<file path="config.mk">
export PLATFORM = sky130hd
export DESIGN_NAME = precise_trap_ctrl
export DESIGN_NICKNAME = d
export VERILOG_FILES = /design/src/rtl/ptc_pkg.sv /design/src/rtl/ptc_stage.sv /design/src/rtl/ptc_commit.sv /design/src/rtl/precise_trap_ctrl.sv
export SDC_FILE = /design/constraint.sdc
export NUM_CORES = 1
export LEC_CHECK = 0
export CORE_MARGIN = 5
export CORE_UTILIZATION = 50
export CTS_CLUSTER_DIAMETER = 30
export DETAILED_ROUTE_END_ITERATION = 8
export DONT_BUFFER_PORTS = 1
export GPL_TIMING_DRIVEN = 0
export PLACE_DENSITY = 0.69
export SLEW_MARGIN = 20
export SYNTH_ARGS = -nofsm -noshare
export SYNTH_HDL_FRONTEND = slang
export SYNTH_HIERARCHICAL = 1
export SYNTH_SLANG_ARGS = --single-unit
</file>
<file path="constraint.sdc">
create_clock -name clk -period 5.3 [get_ports clk]
set_input_delay 0.53 -clock clk [delete_from_list [all_inputs] [get_ports clk]]
set_output_delay 0.53 -clock clk [all_outputs]
set_load 0.05 [all_outputs]
</file>
<file path="src/rtl/ptc_pkg.sv">
package ptc_pkg;

    typedef enum logic [2:0] {
        CAUSE_IRQ     = 3'd0,
        CAUSE_FETCH   = 3'd1,
        CAUSE_ILLEGAL = 3'd2,
        CAUSE_OVF     = 3'd3,
        CAUSE_DADDR   = 3'd4
    } cause_e;

    typedef enum logic {
        ST_RUN  = 1'b0,
        ST_TRAP = 1'b1
    } trap_st_e;

    // Tracking registers: decode, execute, memory.
    localparam int NUM_TRACK = 3;

    // Detection code of the stage feeding tracking register idx.
    function automatic cause_e feed_code(input int idx);
        cause_e c;
        unique case (idx)
            0:       c = CAUSE_FETCH;
            1:       c = CAUSE_ILLEGAL;
            default: c = CAUSE_OVF;
        endcase
        return c;
    endfunction

endpackage

</file>
<file path="src/rtl/ptc_stage.sv">
module ptc_stage
    import ptc_pkg::*;
#(
    parameter int     PC_W = 32,
    parameter cause_e CODE = CAUSE_FETCH
) (
    input  logic            clk,
    input  logic            rst_n,
    input  logic            adv_i,
    input  logic            flush_i,
    input  logic            up_vld_i,
    input  logic            up_exc_i,
    input  cause_e          up_cause_i,
    input  logic [PC_W-1:0] up_pc_i,
    input  logic            det_i,
    output logic            q_vld_o,
    output logic            q_exc_o,
    output cause_e          q_cause_o,
    output logic [PC_W-1:0] q_pc_o
);

    logic   mg_exc;
    cause_e mg_cause;

    // A fault already carried keeps its code; a bubble cannot pick one up.
    always_comb begin
        mg_exc   = up_exc_i | (up_vld_i & det_i);
        mg_cause = up_exc_i ? up_cause_i : CODE;
    end

    always_ff @(posedge clk) begin
        if (!rst_n) begin
            q_vld_o   <= 1'b0;
            q_exc_o   <= 1'b0;
            q_cause_o <= CAUSE_IRQ;
            q_pc_o    <= '0;
        end else if (flush_i) begin
            q_vld_o   <= 1'b0;
            q_exc_o   <= 1'b0;
        end else if (adv_i) begin
            q_vld_o   <= up_vld_i;
            q_exc_o   <= mg_exc;
            q_cause_o <= mg_cause;
            q_pc_o    <= up_pc_i;
        end
    end

endmodule

</file>
<file path="src/rtl/ptc_commit.sv">
module ptc_commit
    import ptc_pkg::*;
#(
    parameter int              PC_W     = 32,
    parameter logic [PC_W-1:0] TRAP_VEC = '0
) (
    input  logic            clk,
    input  logic            rst_n,
    input  logic            adv_i,
    input  logic            m_vld_i,
    input  logic            m_exc_i,
    input  cause_e          m_cause_i,
    input  logic [PC_W-1:0] m_pc_i,
    input  logic            exc_mem_i,
    input  logic            irq_i,
    output logic            commit_o,
    output logic            kill_f_o,
    output logic            redirect_vld_o,
    output logic [PC_W-1:0] redirect_pc_o,
    output logic [PC_W-1:0] epc_o,
    output cause_e          cause_o
);

    trap_st_e st_q, st_nxt;
    logic     sync_flt, take_sync, take_irq;
    cause_e   new_cause;

    always_comb begin
        sync_flt  = m_vld_i & (m_exc_i | exc_mem_i);
        take_sync = (st_q == ST_RUN) & adv_i & sync_flt;
        take_irq  = (st_q == ST_RUN) & adv_i & m_vld_i & irq_i & ~sync_flt;
        commit_o  = take_sync | take_irq;
        if (!take_sync)   new_cause = CAUSE_IRQ;
        else if (m_exc_i) new_cause = m_cause_i;
        else              new_cause = CAUSE_DADDR;
        unique case (st_q)
            ST_RUN:  st_nxt = commit_o ? ST_TRAP : ST_RUN;
            ST_TRAP: st_nxt = adv_i ? ST_RUN : ST_TRAP;
            default: st_nxt = ST_RUN;
        endcase
    end

    always_ff @(posedge clk) begin
        if (!rst_n) st_q <= ST_RUN;
        else        st_q <= st_nxt;
    end

    always_ff @(posedge clk) begin
        if (!rst_n) begin
            epc_o   <= '0;
            cause_o <= CAUSE_IRQ;
        end else if (commit_o) begin
            epc_o   <= m_pc_i;
            cause_o <= new_cause;
        end
    end

    always_comb begin
        redirect_pc_o = TRAP_VEC;
        unique case (st_q)
            ST_RUN: begin
                kill_f_o       = commit_o;
                redirect_vld_o = 1'b0;
            end
            ST_TRAP: begin
                kill_f_o       = 1'b1;
                redirect_vld_o = 1'b1;
            end
            default: begin
                kill_f_o       = 1'b0;
                redirect_vld_o = 1'b0;
            end
        endcase
    end

endmodule

</file>
<file path="src/rtl/precise_trap_ctrl.sv">
module precise_trap_ctrl
    import ptc_pkg::*;
#(
    parameter int              PC_W     = 32,
    parameter logic [PC_W-1:0] TRAP_VEC = 32'h0000_0080
) (
    input  logic            clk,
    input  logic            rst_n,
    input  logic            adv_i,
    input  logic            fetch_vld_i,
    input  logic [PC_W-1:0] fetch_pc_i,
    input  logic            exc_fetch_i,
    input  logic            exc_dec_i,
    input  logic            exc_exe_i,
    input  logic            exc_mem_i,
    input  logic            irq_i,
    output logic            kill_f_o,
    output logic            kill_d_o,
    output logic            kill_e_o,
    output logic            wb_suppress_o,
    output logic            redirect_vld_o,
    output logic [PC_W-1:0] redirect_pc_o,
    output logic [PC_W-1:0] epc_o,
    output logic [2:0]      cause_o
);

    localparam int LAST = NUM_TRACK;

    // Index 0 is the fetch input, 1..NUM_TRACK the tracking registers.
    logic [LAST:0]   tr_vld;
    logic [LAST:0]   tr_exc;
    cause_e          tr_cause [LAST+1];
    logic [PC_W-1:0] tr_pc    [LAST+1];
    logic [LAST-1:0] det;
    logic            commit;
    cause_e          cause_q;

    assign det         = {exc_exe_i, exc_dec_i, exc_fetch_i};
    assign tr_vld[0]   = fetch_vld_i & ~kill_f_o;
    assign tr_exc[0]   = 1'b0;
    assign tr_cause[0] = CAUSE_IRQ;
    assign tr_pc[0]    = fetch_pc_i;

    for (genvar i = 0; i < NUM_TRACK; i++) begin : g_track
        ptc_stage #(.PC_W(PC_W), .CODE(feed_code(i))) u_stage (
            .clk        (clk),
            .rst_n      (rst_n),
            .adv_i      (adv_i),
            .flush_i    (commit),
            .up_vld_i   (tr_vld[i]),
            .up_exc_i   (tr_exc[i]),
            .up_cause_i (tr_cause[i]),
            .up_pc_i    (tr_pc[i]),
            .det_i      (det[i]),
            .q_vld_o    (tr_vld[i+1]),
            .q_exc_o    (tr_exc[i+1]),
            .q_cause_o  (tr_cause[i+1]),
            .q_pc_o     (tr_pc[i+1])
        );
    end

    ptc_commit #(.PC_W(PC_W), .TRAP_VEC(TRAP_VEC)) u_commit (
        .clk            (clk),
        .rst_n          (rst_n),
        .adv_i          (adv_i),
        .m_vld_i        (tr_vld[LAST]),
        .m_exc_i        (tr_exc[LAST]),
        .m_cause_i      (tr_cause[LAST]),
        .m_pc_i         (tr_pc[LAST]),
        .exc_mem_i      (exc_mem_i),
        .irq_i          (irq_i),
        .commit_o       (commit),
        .kill_f_o       (kill_f_o),
        .redirect_vld_o (redirect_vld_o),
        .redirect_pc_o  (redirect_pc_o),
        .epc_o          (epc_o),
        .cause_o        (cause_q)
    );

    assign kill_d_o      = commit;
    assign kill_e_o      = commit;
    assign wb_suppress_o = commit;
    assign cause_o       = cause_q;

endmodule

</file>
After elaboration in Yosys (flattened, before gate mapping)
Index checks and enable logic that the tools add are counted.

Mux-type cells: 9. Bitwise logic cells: 19. Reductions and logical operators: 2.

Operator list (number): 1-bit bitwise AND (10); 3-bit 2-to-1 mux (3); 1-bit case mux with 2 select lines (3); 1-bit NOT (5); 1-bit OR (4); 1-bit 2-to-1 mux (2); 2-bit 2-to-1 mux (1); 2-bit AND reduction (1); 2-bit OR reduction (1).

Register bits after elaboration: 145.

Logic depth before layout (Yosys ltp)
Word-level depth: 10. Mapped depth: 9.

Cells and area by module
Netlist, hierarchy kept.

Modules (own cells, without submodules): ptc_stage (g_track[0].u_stage ...) (instances 2, cells an instance 160, area an instance 1530.2 um^2); ptc_commit (instances 1, cells an instance 192, area an instance 1696.6 um^2); ptc_stage (g_track[2].u_stage) (instances 1, cells an instance 159, area an instance 1517.7 um^2); precise_trap_ctrl (instances 1, cells an instance 4, area an instance 32.5 um^2).

Worst setup path before layout
Ideal clock, no wire load.

Path type: flip-flop to output port. From: register u_commit.st_q. To: output kill_f_o. Arrival: 1.565 ns. Required time: 4.770 ns. Setup slack: 3.205 ns. Stages on the path, launching flop included: 5. Buffers on the path: 1. Path through: dfxtp_1 and3b_1 o31a_2 buf_6 or2_2.

Longest elaborated chain between the ends: 7. Elaborated cells between the ends (all ways): 8. Classes of those cells: mux: 1; bitwise: 7.

Ends and longest elaborated chain: from (decl) (RTL line ptc_commit.sv:24) `trap_st_e st_q, st_nxt;`; from (signal assigned) (RTL line ptc_commit.sv:45) `else st_q <= st_nxt;`; 1-bit NOT (RTL line ptc_commit.sv:30, ptc_commit.sv:31, ptc_commit.sv:60); 1-bit bitwise AND (RTL line ptc_commit.sv:30, ptc_commit.sv:31); 1-bit bitwise AND (3 in series) (RTL line ptc_commit.sv:31) `take_irq = (st_q == ST_RUN) & adv_i & m_vld_i & irq_i & ~sync_flt;`; 1-bit OR (RTL line ptc_commit.sv:32) `commit_o = take_sync | take_irq;`; 1-bit case mux with 2 select lines * (RTL line ptc_commit.sv:60) `unique case (st_q)`; to (decl) (RTL line precise_trap_ctrl.sv:17) `output logic kill_f_o,`.

Mark *: on every way between the ends. The rest lies on a longest branch, timed or not.

Worst setup path in the final report
From: register u_commit.st_q. To: output wb_suppress_o.

Longest elaborated chain between the ends: 6. Elaborated cells between the ends (all ways): 7. Classes of those cells: bitwise: 7.

Ends and longest elaborated chain: 1-bit NOT * (RTL line ptc_commit.sv:30, ptc_commit.sv:31); 1-bit bitwise AND * (RTL line ptc_commit.sv:30, ptc_commit.sv:31); 1-bit bitwise AND (3 in series) (RTL line ptc_commit.sv:31); 1-bit OR * (RTL line ptc_commit.sv:32); to (decl) (RTL line precise_trap_ctrl.sv:20) `output logic wb_suppress_o,`.

Marked as above.

==> out/metrics.csv <==
stage;metric;value;unit
clock_network;clk buf depth;2;
clock_network;CTS clk-pin slew, worst paths;0.05;ns
drt;DRT Wirelength;12300;microns
synthesis;Yosys top cell area share;46.7;%
global_routing;initial antenna violation count;0;
drt;Final ANT Viol Nets;0;
global_routing;Global Route met1 Usage;21.3;%
worst_setup_path;CP Data Required Time;4.77;ns
drt;drt wl/cell;13.5;microns
place;DP Wirelength;9390;microns
floorplanning;Rows;41;
floorplanning;Die X;122;microns
layout;Antenna diodes;0;
place;placed cell areas;6660;sq um
worst_setup_path;crit path DAT;2.13;ns
synthesis;top cells by count, synth;nand2_1, dfxtp_1, a21boi_2;
synthesis;most frequent cell after synthesis;nand2_1;
floorplanning;Die Ht;122;microns
worst_setup_path;CP Class;reg -> out;
synthesis;Post-synth ARST share;0;%
timing;relative slew slack;63.2;%
clock_network;Clk Latency, worst-skew pair;0.41;ns
worst_setup_path;CP endpoint kind;output port;
floorplanning;Initial Utilization;50.4;%
timing;setup TNS;0;ns
timing;Final period util;50.1;%
drt;drt first pass iters;4;
place;IO buf count;0;
floorplanning;core area;12500;sq um
power_and_ir_drop;Pwr Total;2.63;mW
clock_network;CTS Root Cell;clkbuf_16;
drt;routed vias/inst;4.64;
synthesis;Most used DFF post-synth;dfxtp_1;
timing;fin. max-slew vios;0;
clock_network;Inserted Clock Buffers;17;
global_routing;met2 Use GR;27.3;%
layout;Post-Layout Inst Area;7290;sq um
synthesis;Yosys warnings;6;
timing;RSZ-0062 raised after global routing;no;
synthesis;top cells by area, synth;dfxtp_1, a21boi_2, nand2_1;
floorplanning;io pins;113;
timing;Least-Margin Pin Slew;0.552;ns
power_and_ir_drop;P_leak;2.70;nW
clock_network;PostCTS Resize Cnt;0;
global_routing;Total GRT Usage;17.1;%
global_routing;vias in the first global route;4253;
synthesis;largest area contributor in the netlist;dfxtp_1;
global_routing;pin count of the biggest net entering global routing;29;
worst_setup_path;highest net fanout along the worst path;21;
power_and_ir_drop;Worst VDD drop;0.288;mV
min_path;Min-Delay Path Class;in -> reg;
timing;fmax;376;MHz
clock_network;H-tree depth;4;
synthesis;Avg Inst Size Synth;9.34;sq um
run;max-cap violations;0;
synthesis;mapped cell area;6310;sq um
synthesis;count of cell types in the netlist;31;
synthesis;FF+latch count, synth;147;
clock_network;postcts setup bufs;0;
drt;Remaining DRCs;0;
drt;DR iter-0 viols;190;
synthesis;register area share after synthesis;46.7;%
layout;layout cells sized above 1;26.0;%
floorplanning;die area;15000;sq um
timing;hold slack;0.213;ns
place;GPL Wtd Cong;0.768;
layout;area grow syn2layout;15.6;%
outcome;result of the run;finished, final reports clean;
global_routing;met3 Usage GRT;6.50;%
global_routing;grt peak-use layer;met2;
power_and_ir_drop;power per cell area;360;nW/um^2
global_routing;first-pass GRT wire length;20400;microns
clock_network;CTS sink cnt;147;
synthesis;Cells after Synth;675;
timing;fin crit period;2.66;ns
timing;final count of hold timing violations;0;
global_routing;GRT overflow;0;
layout;Final nets;771;
worst_setup_path;critical path launch point type;flip-flop;
timing;Clock Skews;0.00578;ns
synthesis;number of synthesized flops with an enable pin;0;
timing;final setup fails;0;
drt;Via Count;4240;
clock_network;CTS tree;yes;
clock_network;# hold bufs at CTS;0;
==> state kept, by name, summed over array words and instances (netlist names) <==
register and cells:
g_track.u_stage/q_pc_o 96, g_track.u_stage/q_cause_o 9, g_track.u_stage/q_vld_o 3, u_commit/epc_o 32
g_track.u_stage/q_exc_o 3, u_commit/cause_o 3, u_commit/st_q 1
==> path summary, 6_finish.rpt <==
| check | cells after the start | end | from | slack, ns |
|---|---|---|---|---|
| worst max register to register | 9 | g_track[0].u_stage/q_pc_o[15] | u_commit/st_q | 2.96 |
| worst min register to register | 2 | g_track[0].u_stage/q_cause_o[1] | g_track[0].u_stage/q_cause_o[1] | 0.46 |
| worst max-delay path | 5 | wb_suppress_o | u_commit/st_q | 2.64 |
| worst min-delay path | 1 | g_track[2].u_stage/q_exc_o | adv_i | 0.21 |
==> area by class of cell <==
type | instances | area [sq um]
Buffer | 79 | 593
Clock buffer | 22 | 484
Clock inverter | 9 | 151
Fill cell | 1134 | 5220
Multi-Input combinational cell | 485 | 2910
Sequential cell | 147 | 2940
Tap cell | 172 | 215
==> metrics by stage <==
step	worst slack, ns	util [%]	instances
after detailed placement	3.02	53.2	883
after floorplan	3.20	-	711
after CTS	2.61	58.3	914
after global routing	2.55	58.3	914
final	2.64	58.3	914
after global placement	3.04	53.2	883
==> cell families after synthesis <==
group | synth area share [%]
simple gates | 19.0
flops | 46.7
compound gates | 19.0
buf+inv | 9.40
mux | 5.73
other cells | 0.179
==> worst max-delay path: stages (launching register included) <==
cell     delay [ns]
dfxtp_1        0.49
and3b_1        0.34
o31a_2         0.17
buf_6          0.16
buf_6          0.29
buf_4          0.26
==> cell usage in the layout (no fill, tap or decap), drive strengths merged <==
master | Yosys | routed
nand2 | 264 | 264
dfxtp | 147 | 147
a21boi | 101 | 101
buf | 63 | 63
conb | 3 | 39
clkbuf | 16 | 38
mux2i | 35 | 35
nand2b | 6 | 6
nand3 | 6 | 6
nor2 | 6 | 6
bufinv | 0 | 4
nand3b | 4 | 4
o211a | 4 | 4
clkinv | 0 | 4
and2b | 3 | 3
a21oi | 3 | 3
a211oi | 3 | 3
o2bb2ai | 2 | 2
nor2b | 2 | 2
clkinvlp | 0 | 1
and3b | 1 | 1
o31a | 1 | 1
or2 | 1 | 1
and3 | 1 | 1
o21a | 1 | 1
mux2 | 1 | 1
o21ai | 1 | 1
==> report_power, final <==
part	total [mW]	switching (mW)	leakage, nW	internal [mW]
sequential	1.16	0.0194	1.20	1.14
combinational	0.207	0.127	1.19	0.0794
clock	1.26	0.431	0.312	0.833
total	2.63	0.577	2.70	2.05
==> per-layer routing <==
layer  vias up  routed length (microns)
met3        12                     1070
met1      1902                     5720
met4         0                      127
met2       105                     5420
met5         -                        0
li1       2221                        -
No activity file was read; power rests on OpenSTA's default activity.
